<file path="config.mk">
export PLATFORM = sky130hd
export DESIGN_NAME = i2c_scl_divider
export DESIGN_NICKNAME = d
export VERILOG_FILES = /design/src/rtl/i2c_scl_divider.sv
export SDC_FILE = /design/constraint.sdc
export NUM_CORES = 1
export LEC_CHECK = 0
export BUFFER_PORTS_ARGS = -buffer_cell sky130_fd_sc_hd__buf_2
export CAP_MARGIN = 20
export CORE_MARGIN = 1.5
export CORE_UTILIZATION = 40
export CTS_CLUSTER_SIZE = 10
export DETAILED_ROUTE_END_ITERATION = 7
export GPL_TIMING_DRIVEN = 0
export SLEW_MARGIN = 10
export SYNTH_ARGS = -nofsm -noshare
export SYNTH_HDL_FRONTEND = slang
export SYNTH_SLANG_ARGS = --single-unit
</file>
<file path="constraint.sdc">
create_clock -name clk -period 2.2 [get_ports clk]
set_input_delay 0.11 -clock clk [delete_from_list [all_inputs] [get_ports clk]]
set_output_delay 0.11 -clock clk [all_outputs]
set_load 0.03 [all_outputs]
</file>
<file path="src/rtl/i2c_scl_divider.sv">
module i2c_scl_divider #(
  parameter int M_W = 4,
  parameter int N_W = 3,
  parameter int PHASES = 10,
  parameter logic [M_W+N_W-1:0] RESET_BAUD = 'h44
) (
  input  logic                 clk,
  input  logic                 rst_n,
  input  logic                 soft_rst,
  input  logic                 baud_we,
  input  logic [M_W+N_W-1:0]   baud_wdata,
  output logic [M_W+N_W-1:0]   baud_q,
  output logic                 tick,
  output logic                 scl_hi
);
  localparam int BAUD_W = M_W + N_W;
  localparam int S2_W   = 1 << N_W;
  localparam int PH_W   = $clog2(PHASES);
  localparam int HALF   = PHASES / 2;

  logic [M_W-1:0]  m_f;
  logic [N_W-1:0]  n_f;
  logic [M_W-1:0]  lin_cnt;
  logic [S2_W-1:0] pow_cnt;
  logic [S2_W-1:0] pow_mask;
  logic [PH_W-1:0] phase;
  logic            restart, lin_done, pow_last;

  assign m_f      = baud_q[BAUD_W-1:N_W];
  assign n_f      = baud_q[N_W-1:0];
  assign restart  = baud_we | soft_rst;
  assign lin_done = (lin_cnt == m_f);
  assign pow_last = lin_done && (pow_cnt == pow_mask);
  assign scl_hi   = (phase >= PH_W'(HALF));

  always_comb begin
    for (int i = 0; i < S2_W; i++)
      pow_mask[i] = (i <= int'(n_f));
  end

  always_ff @(posedge clk or negedge rst_n) begin
    if (!rst_n)
      baud_q <= RESET_BAUD;
    else if (soft_rst)
      baud_q <= RESET_BAUD;
    else if (baud_we)
      baud_q <= baud_wdata;
  end

  always_ff @(posedge clk or negedge rst_n) begin
    if (!rst_n) begin
      lin_cnt <= '0;
      pow_cnt <= '0;
      phase   <= '0;
      tick    <= 1'b0;
    end else if (restart) begin
      lin_cnt <= '0;
      pow_cnt <= '0;
      phase   <= '0;
      tick    <= 1'b0;
    end else begin
      tick    <= pow_last;
      lin_cnt <= lin_done ? '0 : lin_cnt + 1'b1;
      if (lin_done)
        pow_cnt <= pow_last ? '0 : pow_cnt + 1'b1;
      if (tick)
        phase <= (phase == PH_W'(PHASES - 1)) ? '0 : phase + 1'b1;
    end
  end


  a_r1_phase_range: assert property (@(posedge clk) disable iff (!rst_n)
    phase < PH_W'(PHASES));


  a_r2_write_loads: assert property (@(posedge clk) disable iff (!rst_n)
    (baud_we && !soft_rst) |=> baud_q == $past(baud_wdata));


  a_r3_tick_single: assert property (@(posedge clk) disable iff (!rst_n)
    tick |=> !tick);


  a_r4_restart_clears: assert property (@(posedge clk) disable iff (!rst_n)
    restart |=> (!tick && !scl_hi));


  a_r5_scl_moves_on_tick: assert property (@(posedge clk) disable iff (!rst_n)
    (!tick && !restart) |=> $stable(scl_hi));


  a_r6_soft_default: assert property (@(posedge clk) disable iff (!rst_n)
    soft_rst |=> baud_q == RESET_BAUD);


  a_r7_baud_holds: assert property (@(posedge clk) disable iff (!rst_n)
    (!baud_we && !soft_rst) |=> $stable(baud_q));
endmodule

</file>
==> flow_summary.toml, run 1 <==
[route]
drtPass1Iterations = 4
wl_per_cell_um = 12.5
viasPerCell = 5.05
drc = 0
drt_iter0_drc = 45
vias = 1010
ant_nets = 0
routed_wl_mm = 2.51

[critical_path]
rrSetupSlack_ns = 0.09
timing.critical_path.from_type = "register"
path_class = "register to register"
path_cells = "xor2_1, or4_4, a21o_1, o41ai_4, buf_4, o22ai_2"
r2r_start = "lin_cnt[2]$_DFF_PN0_"
crit_path_max_fanout = 3
cpPeakStageDelay_ns = 0.55
endpoint_kind = "register"
cp_data_arrival_time_ns = 2.31
required_ns = 2.41
cp-startpoint = "lin_cnt[2]$_DFF_PN0_"
slowest_stage = "or4_4"

[yosys]
syn_nets = 140
syn_area_um2 = 1270
ys.flop_type = "dfrtp_1"
ys_warn_count = 0
yosysUniqueCellTypes = 33
synth_mux_area_frac = 0.0394
ys_seq_area_frac = 0.475
synth_compound_area_frac = 0.125
synth_edf_count = 0
synth_async_sr_flop_share = 1.00
yosys-top-cells-area = "dfrtp_1 43%, xor2_1 7.6%, nor2_1 7.4%, dfstp_2 4.1%, mux2i_1 3.9%"
synthXorXnorAreaFrac = 0.110
syn-instance-count = 127
avgSynthCellArea_um2 = 10.0
synth_fa_ha_area_frac = 0.0197
yosys.cell_count.top_type = "nor2_1"
synthSimpleGateAreaFrac = 0.212
synth_top_cell_area_share = 0.433
yosysTopAreaCell = "dfrtp_1"
synth_top_family_by_area = "simple AND/OR/NAND/NOR gates"
synthTopCellsByCount = "25 x nor2_1, 22 x dfrtp_1, 11 x xor2_1"
ys_ff_latch = 24

[sta]
hold_viol_final = 0
period_share = 0.957
fin_crit_ns = 2.11
drv_slew = 0
finalSetupViolCount = 0
skew_ns = 0.00837
max-slew-margin-rel = 0.595
rsz0062_at_grt = "no"
whs_ns = 0.00829
fmax_ghz = 0.475
worstMarginPinSlew_ns = 0.605

[power_and_ir_drop]
swShare = 0.250
power_frac_clock = 0.358
p_int_uw = 688
ir_worst_vdd_mv = 0.338
pwr-share-comb = 0.133
switchingPower_uw = 229
design_power_total_uw = 917
p_leak_uw = 0.000706
seq_power_share = 0.509
cellPowerDensity_nw_per_um2 = 589

[placed_design]
place_hpwl_mm = 1.71
place_inst = 189
numPortBuffers = 18
place.gp.congestion = 0.798

[global_routing]
grt_pass1_wl_mm = 4.34
grt_max_degree = 25
grt_use_total = 0.164
grt-ovfl-total = 0
grt_pass1_vias = 1026
antenna_found_initial = 0

[die]
die_h_um = 59.3
dieArea_um2 = 3520
dieWidth_um = 59.3
rows = 20
initial_core_util = 0.419
io_pins = 20
core_um2 = 3030

[layout]
n_fill_cell = 284
final_cells = 200
diodes = 0
seqCellArea_um2 = 603
multi_input_area_um2 = 673
final_util = 0.514
drive_above_1_share = 0.231
area_growth_pct = 22.7
nets = 170

[min_path]
hp-class = "input port to register"
worst_hold_startpoint = "baud_wdata[3]"

[cts]
cts_root_buf = "clkbuf_4"
cts.clk_slew.worst_paths_ns = 0.14
clock_path_buffers = 2
cts_tree = "done"
htree_num_levels = 1
clk_latency_ns = 0.33
cts_buffers = 3
clock-sinks = 24

[run]
cap_viol_max_count = 0

[status]
outcome = "finished clean"
==> cells in the final DEF, fill, tap and decap left out, types with 3 or more instances in the layout <==
master | synthesis | layout
mux2i_1 | 5 | 5
clkbuf_4 | 0 | 3
clkbuf_1 | 3 | 3
xor2_1 | 11 | 10
nand4_1 | 4 | 4
nand3_1 | 4 | 4
xnor2_1 | 5 | 5
o21ai_0 | 5 | 5
nor2b_1 | 4 | 4
nor2_1 | 25 | 25
buf_2 | 1 | 19
dfrtp_1 | 22 | 22
nand2_1 | 6 | 6
a21oi_1 | 5 | 5
buf_4 | 0 | 4
dlygate4sd3_1 | 0 | 3
==> sequential cells by signal (all words and copies together), names as in the netlist <==
signal,count
lin_cnt,4
pow_cnt,8
baud_q,7
phase,4
tick,1
==> critical path, delay by kind of cell (launching register included) <==
family	cells	cell delay (ns)
buffers and inverters	1	0.18
AOI/OAI and AO/OA	3	0.59
xor gates and xnor gates	1	0.22
and+or+nand+nor	1	0.55
DFF	1	0.45
==> power groups by stage <==
stage	registers, uW	logic, uW	clock network, uW
floorplan	487	56.0	0
global placement	473	105	0
detailed placement	474	107	0
CTS	466	115	339
global route	468	135	351
finish	467	122	329
==> logic make-up after synthesis <==
group                      Yosys count
DFF                                 24
muxes                                5
adders and majority gates            2
AOI/OAI and AO/OA                   19
xor gates and xnor gates            16
buffers and inverters                6
and+or+nand+nor                     55
==> final timing paths <==
kind                                               end  cells past startpoint
worst max-delay path            pow_cnt[1]$_DFFE_PN0P_                      6
worst min-delay path             baud_q[3]$_DFFE_PN0N_                      3
worst max register to register  pow_cnt[1]$_DFFE_PN0P_                      6
worst min register to register   baud_q[3]$_DFFE_PN0N_                      2
max in group asynchronous        baud_q[2]$_DFFE_PN1N_                      2
min in group asynchronous         phase[0]$_DFFE_PN0P_                      2
==> metrics by stage <==
| stage | setup WS [ns] | setup TNS (ns) | cell area, um^2 |
|---|---|---|---|
| 2_1_floorplan | 0.0236 | 0 | 1270 |
| 3_3_place_gp | -0.0262 | -0.0262 | 1420 |
| 3_5_place_dp | -0.0427 | -0.0427 | 1420 |
| 4_1_cts | 0.0564 | 0 | 1510 |
| 5_1_grt | 0.00639 | 0 | 1560 |
| 6_report | 0.0942 | 0 | 1560 |
==> what timing repair did <==
| action | CTS | global route |
|---|---|---|
| hold endpoints to repair | 24 | 0 |
| buffers inserted | 2 | 2 |
| pin swaps | 1 | 3 |
| setup endpoints to repair | 7 | 6 |
| resized for setup | 0 | 3 |
| hold buffers | 3 | 0 |
==> metal layers <==
metal	global-route usage	routed length (um)	share of wire
met1	0.205	1140	0.46
met2	0.272	1210	0.48
met3	0.0284	95	0.038
met4	0.0779	54	0.022
met5	0	0	0
==> layout make-up <==
type                    count  share of cell area
flip-flops and latches     24               0.387
inverters                   2             0.00482
clock inverters             1              0.0193
repair buffers             25              0.0964
clock buffers               3              0.0145
plain buffers               4              0.0104
multi-input cells          97               0.432
well taps                  44              0.0353
Note: power is estimated with default switching activity, not from simulation.
==> inputs of run 2 (changes only) <==
Settings changed: CORE_MARGIN 1.5 to default, CTS_CLUSTER_DIAMETER from default to 60, TNS_END_PERCENT from default to 5.
==> run 2 against run 1 <==
Against the previous run: die area decreased by 3.3%; register-to-register slack is essentially flat; critical path depth up 1; fmax up 0.38%; sequential power is essentially flat; critical endpoint unchanged; largest power group unchanged.
==> flow_summary.toml, run 2 (same netlist as run 1, synthesis figures left out) <==
[status]
outcome = "finished clean"

[global_routing]
grt_max_degree = 25
grt_use_total = 0.166
grt-ovfl-total = 0
antenna_found_initial = 0
grt_pass1_wl_mm = 4.29
grt_pass1_vias = 1002

[route]
drtPass1Iterations = 4
drc = 0
vias = 1005
routed_wl_mm = 2.50
drt_iter0_drc = 39
ant_nets = 0
viasPerCell = 5.08
wl_per_cell_um = 12.6

[layout]
diodes = 0
n_fill_cell = 288
area_growth_pct = 20.0
final_common_cell = "nor2_1"
drive_above_1_share = 0.214
top_regs = "pow_cnt x8, baud_q x7"
layout_common_cells = "25 x nor2_1, 22 x dfrtp_1, 19 x buf_2, 11 x xor2_1, 6 x nand2_1"
top_register = "pow_cnt"
nets = 168
final_util = 0.503
largest_reg_flops = 8

[die]
die_h_um = 58.3
rows = 20
core_um2 = 3030
initial_core_util = 0.419
io_pins = 20
dieArea_um2 = 3400
dieWidth_um = 58.3

[cts]
cts.clk_slew.worst_paths_ns = 0.14
clock-sinks = 24
cts_tree = "done"
cts_root_buf = "clkbuf_4"
clk_latency_ns = 0.32
htree_num_levels = 1
cts_buffers = 3
clock_path_buffers = 2

[sta]
finalSetupViolCount = 0
whs_ns = 0.0236
fin_crit_ns = 2.10
rsz0062_at_grt = "no"
worstMarginPinSlew_ns = 0.610
drv_slew = 0
skew_ns = 0.00431
fmax_ghz = 0.477
max-slew-margin-rel = 0.592
period_share = 0.954
setup_ws_ns = 0.102
hold_viol_final = 0

[power_and_ir_drop]
cellPowerDensity_nw_per_um2 = 596
ir_worst_vdd_mv = 0.247
design_power_total_uw = 908
p_leak_uw = 0.000691

[critical_path]
endpoint_kind = "register"
timing.critical_path.from_type = "register"
crit_buf_inv = 2
rrSetupSlack_ns = 0.10
cpLargestDelayFamily = "compound AO/OA/AOI/OAI gates"
path_cells = "buf_2, or4_1, o311a_1, o32a_1, o41ai_4, buf_4, o22ai_2"
slowest_stage = "or4_1"
cp_data_arrival_time_ns = 2.30
crit_path_max_fanout = 8
required_ns = 2.40
cpPeakStageDelay_ns = 0.51
path_class = "register to register"

[placed_design]
pre_cts_slack_ns = -0.0300
place.gp.congestion = 0.789
numPortBuffers = 18
place_hpwl_mm = 1.73

[min_path]
hp-class = "input port to register"

[run]
cap_viol_max_count = 0
run 2: final cells by class:
cell class	instances	area [um^2]	area share
multi-input cells	97	654	0.429
repair buffers	23	135	0.0887
clock inverters	1	30.0	0.0197
inverters	2	7.51	0.00493
clock buffers	3	22.5	0.0148
plain buffers	4	16.3	0.0107
flip-flops and latches	24	603	0.396
well taps	44	55.1	0.0361
run 2: timing repair:
action | CTS | global route
hold buffers | 3 | 0
pin swaps | 1 | 0
endpoints found under the setup margin | 5 | 4
hold endpoints to repair | 24 | 0
buffers inserted | 2 | 0
resized for setup | 0 | 1
run 2: power by group:
group	total, uW	leakage (uW)	internal [uW]	switching, uW
logic	116	0.000339	45.5	70.7
registers	465	0.000324	453	12.1
clock network	326	0.0000279	184	142
total	908	0.000691	683	225
run 2: worst reg2reg max path, delay by kind of cell, from the launching register on:
kind / cells / cell delay [ns]
buf+inv: 2 / 0.34
compound gates: 4 / 0.74
simple gates: 1 / 0.51
flops: 1 / 0.39
run 2: per-stage QoR:
step	TNS [ns]	cell area [um^2]	instances
5_1_grt	0	1520	198
3_5_place_dp	-0.0300	1420	189
3_3_place_gp	-0.0267	1420	189
4_1_cts	0	1510	198
6_report	0	1520	198
2_1_floorplan	0	1270	127
run 2: final timing paths:
kind | depth (start not counted) | start | endpoint
setup / recovery | 7 | baud_q[1]$_DFFE_PN0N_ | pow_cnt[1]$_DFFE_PN0P_
hold / removal | 3 | baud_wdata[4] | baud_q[4]$_DFFE_PN0N_
setup reg to reg | 7 | baud_q[1]$_DFFE_PN0N_ | pow_cnt[1]$_DFFE_PN0P_
hold reg to reg | 1 | lin_cnt[0]$_DFF_PN0_ | lin_cnt[0]$_DFF_PN0_
max in group asynchronous | 2 | rst_n | baud_q[2]$_DFFE_PN1N_
min in group asynchronous | 2 | rst_n | pow_cnt[5]$_DFFE_PN0P_
run 2: layer usage:
metal	wire length (um)	track usage	vias to the layer above
met1	1170	0.212	463
li1	-	-	500
met3	91	0.0264	8
met2	1170	0.269	34
met5	0	0	-
met4	70	0.0918	0
==> inputs of run 3 (changes only) <==
Settings changed: HOLD_SLACK_MARGIN from default to 0.12.
==> run 3 against run 2 <==
Against the previous run: worst hold slack better by 0.10 ns; sequential power is essentially flat; non-clock buffer count grew 6; combinational power grew 8%; die area unchanged.
==> flow_summary.toml, run 3 (same netlist as run 1, synthesis figures left out) <==
[status]
outcome = "finished clean"

[cts]
cts_buffers = 3
clock_path_buffers = 2
clock-sinks = 24
cts.clk_slew.worst_paths_ns = 0.14
clk_latency_ns = 0.32
htree_num_levels = 1
cts_root_buf = "clkbuf_4"
cts_tree = "done"

[layout]
final_common_cell = "nor2_1"
top_register = "pow_cnt"
nets = 174
top_regs = "pow_cnt x8, baud_q x7"
n_fill_cell = 279
largest_reg_flops = 8
stdcell_area_um2 = 1580
layout_common_cells = "25 x nor2_1, 22 x dfrtp_1, 19 x buf_2, 11 x xor2_1, 9 x dlygate4sd3_1"
drive_above_1_share = 0.206
diodes = 0
area_growth_pct = 24.7

[die]
dieArea_um2 = 3400
io_pins = 20
core_um2 = 3030
rows = 20
initial_core_util = 0.419
dieWidth_um = 58.3
die_h_um = 58.3

[route]
dr_wl_met3_um = 80
ant_nets = 0
vias = 1024
routed_wl_mm = 2.57
drt_iter0_drc = 33
drt-met1-wl_mm = 1.18
drtPass1Iterations = 4
wl_per_cell_um = 12.6
top_layer = "met4"
drc = 0
viasPerCell = 5.02
routed-wl-met2_mm = 1.23

[sta]
worstMarginPinSlew_ns = 0.614
whs_ns = 0.124
setup_tns_ns = 0
setup_ws_ns = 0.0991
rsz0062_at_grt = "no"
fmax_ghz = 0.476
period_share = 0.955
finalSetupViolCount = 0
max-slew-margin-rel = 0.589
hold_viol_final = 0
fin_crit_ns = 2.10
skew_ns = 0.00476
drv_slew = 0

[global_routing]
grt_pass1_wl_mm = 4.44
grt_use_total = 0.171
grt_max_degree = 25
grt_pass1_vias = 1032
grt-ovfl-total = 0
antenna_found_initial = 0

[power_and_ir_drop]
power_frac_clock = 0.358
seq_power_share = 0.507
swShare = 0.249
cellPowerDensity_nw_per_um2 = 580
design_power_total_uw = 919
p_leak_uw = 0.000718
pwr-share-comb = 0.136
p_int_uw = 690
switchingPower_uw = 228
ir_worst_vdd_mv = 0.250

[critical_path]
crit_path_max_fanout = 8
cpPeakStageDelay_ns = 0.51
timing.critical_path.from_type = "register"
required_ns = 2.40
cpLargestDelayFamily = "compound AO/OA/AOI/OAI gates"
path_class = "register to register"
crit_buf_inv = 2
path_cells = "buf_2, or4_1, o311a_1, o32a_1, o41ai_4, buf_4, o22ai_2"
cp_data_arrival_time_ns = 2.30
slowest_stage = "or4_1"
endpoint_kind = "register"

[min_path]
hp-class = "input port to register"

[placed_design]
place_hpwl_mm = 1.73
pre_cts_slack_ns = -0.0300
placed_cell_area_um2 = 1420
place.gp.congestion = 0.789
numPortBuffers = 18

[run]
cap_viol_max_count = 0
run 3: area by class of cell:
cell class	instances	area, um^2	share of cell area
clock inverter	1	30.0	0.0190
sequential	24	603	0.381
timing repair buffer	29	195	0.123
multi-input combinational	97	654	0.413
buffer	4	16.3	0.0103
clock buffer	3	22.5	0.0142
tap	44	55.1	0.0348
inverter	2	7.51	0.00474
run 3: final timing paths:
check / from / end / slack [ns] / cells after the start
max: baud_q[1]$_DFFE_PN0N_ / pow_cnt[1]$_DFFE_PN0P_ / 0.1 / 7
min: soft_rst / baud_q[1]$_DFFE_PN0N_ / 0.12 / 2
min reg2reg: lin_cnt[0]$_DFF_PN0_ / lin_cnt[0]$_DFF_PN0_ / 0.52 / 1
max in group asynchronous: rst_n / baud_q[2]$_DFFE_PN1N_ / 1.55 / 2
max reg2reg: baud_q[1]$_DFFE_PN0N_ / pow_cnt[1]$_DFFE_PN0P_ / 0.1 / 7
min in group asynchronous: rst_n / phase[0]$_DFFE_PN0P_ / 0.28 / 2
run 3: routing by layer:
| metal | GRT usage | up-vias |
|---|---|---|
| met2 | 0.279 | 28 |
| li1 | - | 510 |
| met1 | 0.218 | 477 |
| met3 | 0.0286 | 9 |
| met4 | 0.0918 | 0 |
| met5 | 0 | - |
run 3: power by group through the flow:
stage | clock [uW] | combinational, uW | sequential, uW
finish | 329 | 125 | 465
global route | 349 | 138 | 467
CTS | 336 | 122 | 466
detailed placement | 0 | 107 | 474
global placement | 0 | 104 | 473
floorplan | 0 | 56.0 | 487
run 3: what timing repair did:
action / in CTS / in global routing
gates cloned: 0 / 0
setup endpoints to repair: 5 / 4
hold endpoints to repair: 30 / 0
gates resized for setup: 0 / 1
pin swaps: 1 / 0
buffers inserted: 2 / 0
hold buffers: 9 / 0
run 3: through the flow:
stage	cells	util
2_1_floorplan	127	-
3_3_place_gp	189	0.467
3_5_place_dp	189	0.467
4_1_cts	204	0.519
5_1_grt	204	0.523
6_report	204	0.523
